<file path="src/rtl/bank_remap.sv">
module bank_remap #(
  parameter int BANK_W = 2,
  parameter int RC_W   = 22,
  parameter int PAGE_W = 10,
  parameter int DATA_W = 32
) (
  input  logic                     clk,
  input  logic                     rst_n,
  input  logic                     in_valid,
  input  logic                     in_write,
  input  logic [BANK_W+RC_W-1:0]   in_addr,
  input  logic [DATA_W-1:0]        in_data,
  input  logic                     bypass_req,
  input  logic                     tbl_we,
  input  logic [PAGE_W-1:0]        tbl_idx,
  input  logic [BANK_W-1:0]        tbl_bank,
  input  logic                     tbl_commit,
  output logic                     out_valid,
  output logic                     out_write,
  output logic [BANK_W+RC_W-1:0]   out_addr,
  output logic [DATA_W-1:0]        out_data
);
  localparam int AW    = BANK_W + RC_W;
  localparam int DEPTH = 1 << PAGE_W;

  logic [BANK_W-1:0] map_q [DEPTH];
  logic              remap_on;

  wire [PAGE_W-1:0] page     = in_addr[RC_W-1 -: PAGE_W];
  wire [BANK_W-1:0] old_bank = in_addr[AW-1 -: BANK_W];
  wire              use_map  = remap_on && !bypass_req;
  wire [BANK_W-1:0] new_bank = use_map ? map_q[page] : old_bank;

  always_ff @(posedge clk)
    if (tbl_we) map_q[tbl_idx] <= tbl_bank;

  always_ff @(posedge clk or negedge rst_n) begin
    if (!rst_n) begin
      remap_on  <= 1'b0;
      out_valid <= 1'b0;
      out_write <= 1'b0;
      out_addr  <= '0;
      out_data  <= '0;
    end else begin
      if (tbl_commit) remap_on <= 1'b1;
      out_valid <= in_valid;
      if (in_valid) begin
        out_write <= in_write;
        out_addr  <= {new_bank, in_addr[RC_W-1:0]};
        out_data  <= in_data;
      end
    end
  end

  assert_reset_idle_R1: assert property (@(posedge clk)
    !rst_n |=> !out_valid);

  assert_rc_pass_R3: assert property (@(posedge clk) disable iff (!rst_n)
    in_valid |=> out_addr[RC_W-1:0] == $past(in_addr[RC_W-1:0]));

  assert_valid_step_R4: assert property (@(posedge clk) disable iff (!rst_n)
    in_valid |=> out_valid);

  assert_idle_step_R4: assert property (@(posedge clk) disable iff (!rst_n)
    !in_valid |=> !out_valid);

  assert_fields_step_R4: assert property (@(posedge clk) disable iff (!rst_n)
    in_valid |=> (out_write == $past(in_write)) && (out_data == $past(in_data)));

  assert_bypass_copy_R5: assert property (@(posedge clk) disable iff (!rst_n)
    (in_valid && (bypass_req || !remap_on)) |=>
      out_addr[AW-1 -: BANK_W] == $past(in_addr[AW-1 -: BANK_W]));

  assert_commit_sticky_R7: assert property (@(posedge clk) disable iff (!rst_n)
    remap_on |=> remap_on);
endmodule

</file>
<file path="config.mk">
export PLATFORM = sky130hd
export DESIGN_NAME = bank_remap
export DESIGN_NICKNAME = d
export VERILOG_FILES = /design/src/rtl/bank_remap.sv
export SDC_FILE = /design/constraint.sdc
export NUM_CORES = 2
export LEC_CHECK = 0
export ABC_AREA = 1
export BUFFER_PORTS_ARGS = -buffer_cell sky130_fd_sc_hd__buf_2
export CAP_MARGIN = 10
export CORE_UTILIZATION = 55
export DETAILED_ROUTE_END_ITERATION = 12
export PLACE_DENSITY = 0.72
export SETUP_SLACK_MARGIN = 0.02
export SLEW_MARGIN = 15
export SYNTH_ARGS = -nofsm -noshare
export SYNTH_HDL_FRONTEND = slang
export SYNTH_SLANG_ARGS = --single-unit
</file>
<file path="constraint.sdc">
create_clock -name clk -period 2.71 [get_ports clk]
set_clock_uncertainty 0.1 [all_clocks]
set_input_delay 0.271 -clock clk [delete_from_list [all_inputs] [get_ports clk]]
set_output_delay 0.271 -clock clk [all_outputs]
set_load 0.01 [all_outputs]
</file>
Word-level counts from Yosys, hierarchy flattened
Memories as Yosys holds them, arrays and structs flattened.
Cells that the tools add are included.
Widths: inputs -> output; s select.
{"block": "op_classes", "n_mux": 3, "reduce_logical": 2}
{"operator": "$mux 1", "n": 2}
{"operator": "$mux 2", "n": 1}
{"operator": "$logic_and 1x1->1", "n": 1}
{"operator": "$logic_not 1->1", "n": 1}
{"block": "word_totals", "inputBits": 75, "output_inout_bits": 58, "ramBits": 2048, "memories": 1, "wordCells": 11, "regBits": 59}
{"name": "map_q", "words": 1024, "word_bits": 2, "rd": 1, "rd_clocked_by_memory_dff": 0, "wr": 1, "line_no": "26", "text": "logic [BANK_W-1:0] map_q [DEPTH];"}

Logic depth before layout (Yosys ltp)
{"block": "depth", "depth_word": 3, "ltp_mapped": 19, "ltp_nobuf": 15}

Worst setup path after synthesis
Ideal clock, no wire load.
{"block": "synth_path", "path_kind": "input -> register", "startpoint": "input tbl_idx[2]", "endpoint": "memory map_q[443][0] (enable)", "path_buffers": 3, "path_stages": 8, "setup_slack_ns": 0.675, "arrival_time_ns": 1.626, "setup_ns": 0.309, "required_time_ns": 2.301, "path_cell_list": "clkbuf_1 nor3_1 inv_1 nor2_1 nand2_1 clkbuf_1 buf_1 nor2_1"}
{"item": "start: declaration", "line_no": "15", "text": "input logic [PAGE_W-1:0] tbl_idx,"}
{"item": "end: declaration", "line_no": "26"}
No word-level cell before the write port.

Worst setup path after layout
{"block": "layout_path", "startpoint": "memory map_q[784][0]", "endpoint": "register out_addr[22]"}
{"block": "layout_via", "elab_chain_cells": 2}
{"item": "$mem_v2 1024x2"}
{"item": "$mux 2", "line_no": "32", "text": "wire [BANK_W-1:0] new_bank = use_map ? map_q[page] : old_bank;"}
{"item": "end signal: assignment", "line_no": "49", "text": "out_addr <= {new_bank, in_addr[RC_W-1:0]};"}
{"item": "end: declaration", "line_no": "20", "text": "output logic [BANK_W+RC_W-1:0] out_addr,"}
No other way between the ends.
A chain may end at the register's enable or synchronous reset.

==> impl_results.md <==
- Hold WC Path Type: in2reg
- Final Hold Vio Count: 0
- CP startpoint kind: register
- Syn Area/Cell: 10.9 µm²
- Critical Path RT: 3340 ps
- Cts hold-fix bufs: 121
- Share of cells above drive strength 1: 0.0977
- Final ANT Viol Nets: 0
- Worst relative slew slack: 0.309
- Sink Count: 2107
- # rows: 147
- PD cells: 671 nW/µm²
- Filler cells: 12022
- Critical Path Fanout Max: 1
- DRC viols: 0
- Die width: 405 µm
- Port bufs: 132
- Hpwl dp: 139000 µm
- Worst-skew pair later-pin latency: 860 ps
- Largest net degree at the start of global routing: 127
- Max_cap viols: 0
- Fmax: 414 MHz
- Seq/Total Area, Yosys: 0.707
- CTS Buf Count: 207
- Drt pass-1 iters: 9
- Ys Warns: 0
- CTS tree: built
- Initial drt markers: 9121
- Clock tree buffer depth: 3
- Unique cell type count in the Yosys netlist: 19
- GRT Total Usage: 0.311
- WP data arrival: 3040 ps
- Clk root buf: clkbuf_16
- VDD IR-drop max: 0.766 mV
- Die area: 164000 µm²
- Most frequent CP cell: nand3_1
- Placed Area: 94400 µm²
- Layout area overhead: 14.6%
- CTS HTree Levels: 4
- Min Tclk post-route: 2410 ps
- Via count: 65223
- Initial Util: 0.554
- Crit path max-delay cell type: edfxtp_1
- Yosys reg bits: 2107
- Setup Buffers After CTS: 0
- Die height: 405 µm
- Fin area: 102000 µm²
- Area share of the largest cell type after synthesis: 0.690
- CP Class: reg2reg
- Wire length per cell: 23.8 µm
- Pleak: 35.7 nW
- Total gr overflow: 0
- Core Area: 161000 µm²
- First-pass GRT wire length: 379000 µm
- Crit-path cells: nand2_1, nand3_1, nand3_1, nand3_1, nand3_1, nand3_1, nand3_1, nand3_1, nand3_1, buf_4, nand3_1, nand2_1, nand2_1, nand2_1, nand2_1
- Critical Path Sink Type: register
- Vias in the first global route: 63526
- # setup viols final: 0
- RSZ-0062 raised after global routing: no
- Final Util: 0.635
- Outcome: complete, no violations
- Max-slew violation count: 0
- Synth area leader: edfxtp_1
- Post-Syn Area: 89100 µm²
- CP max stage delay: 360 ps
- Num ports: 133
- GP Congestion: 0.864
- Initial antenna violation count: 9
- Syn Nets: 8288
- Least-Margin Pin Slew: 1040 ps
- Clock slew at reported path FFs: 60 ps
- Tcrit/Tclk final: 0.891
- Post-CTS Resized: 0
- Layout Nets: 8475
- Mapped Cells: 8213
- Routed WL: 256000 µm
- Synth area leaders: edfxtp_1, nand3_1, nand2_1, nor2_1, dfrtp_1
- Vias per inst: 6.08
[state kept, by name, indices dropped and copies added (netlist names)]
register   cells
map_q       2048
out_data      32
out_addr      24
out_valid      1
out_write      1
remap_on       1
[placed cells by master (no fill, tap or decap), types with 14 or more instances in the layout]
| cell type | instances |
|---|---|
| clkinv_1 | 55 |
| clkbuf_1 | 41 |
| buf_12 | 152 |
| dfrtp_1 | 59 |
| clkbuf_16 | 209 |
| nand3_1 | 2047 |
| dlygate4sd3_1 | 121 |
| nor2_1 | 1045 |
| edfxtp_1 | 2048 |
| nand2_2 | 22 |
| buf_4 | 232 |
| buf_2 | 125 |
| nand2_1 | 2243 |
| inv_1 | 35 |
| clkinv_2 | 44 |
| bufinv_16 | 14 |
| nor3_1 | 24 |
[path summary, 6_finish.rpt]
path                                    start           end  slack, ps  cells after the start
worst max register to register  map_q[784][0]  out_addr[22]        300                     15
worst min-delay path               tbl_commit      remap_on         60                      3
worst max-delay path            map_q[784][0]  out_addr[22]        300                     15
worst min register to register    out_data[8]   out_data[8]        370                      2
max in group asynchronous               rst_n  out_addr[16]       1670                      3
min in group asynchronous               rst_n  out_data[28]         90                      2
[kinds of logic after synthesis]
| family | after synthesis | share of synthesized area |
|---|---|---|
| compound gates | 10 | 0.000562 |
| buf+inv | 704 | 0.0364 |
| flops | 2107 | 0.707 |
| simple gates | 5392 | 0.256 |
[cell usage after synthesis]
cell type / count
clkinv_1: 6
nand3_1: 2050
nand2_1: 2265
buf_2: 267
dfrtp_1: 59
clkbuf_4: 1
o21ai_0: 10
inv_2: 1
nand4_1: 7
nor3_1: 24
inv_4: 1
nor2_1: 1045
buf_4: 57
or2_2: 1
buf_6: 6
inv_1: 38
clkbuf_1: 248
buf_1: 79
edfxtp_1: 2048
[through the flow]
stage               power [mW]  hold slack (ps)  setup WS, ps  std cells  TNS (ps)
finish                    68.6             57.5           295      10734         0
global route              70.2             57.7           224      10733         0
CTS                       68.6             5.99           364      10733         0
detailed placement        41.1              354          -133      10230      -230
global placement          41.0              347          -114      10230      -179
floorplan                 38.9             -125           675       8213         0
[layer usage]
metal / global-route usage / vias up / wire, µm
met1: 0.415 / 31512 / 95200
met3: 0.0659 / 726 / 30800
met4: 0.146 / 10 / 12300
met5: 0 / - / 69
met2: 0.491 / 4106 / 117000
li1: - / 28869 / -
[layout make-up]
cell class              instances  area [µm²]  area share
repair buffers                636        6710      0.0657
multi-input cells            5402       23000       0.225
well taps                    2160        2700      0.0265
inverters                      46         210     0.00206
diodes                          1        2.50   0.0000245
clock buffers                 259        5510      0.0539
flip-flops and latches       2107       63000       0.617
clock inverters               123        1010     0.00990
[power by group]
| group | switching, mW | internal, mW | total [mW] |
|---|---|---|---|
| combinational | 3.30 | 1.53 | 4.83 |
| clock | 12.2 | 15.7 | 27.8 |
| sequential | 0.0631 | 35.8 | 35.9 |
[worst max-delay path, delay by kind of cell (launching register included)]
kind / cells / cell delay [ps]
buffers and inverters: 1 / 140
flip-flops: 1 / 360
AND/OR/NAND/NOR: 14 / 1710
(Power assumes the default switching activity.)
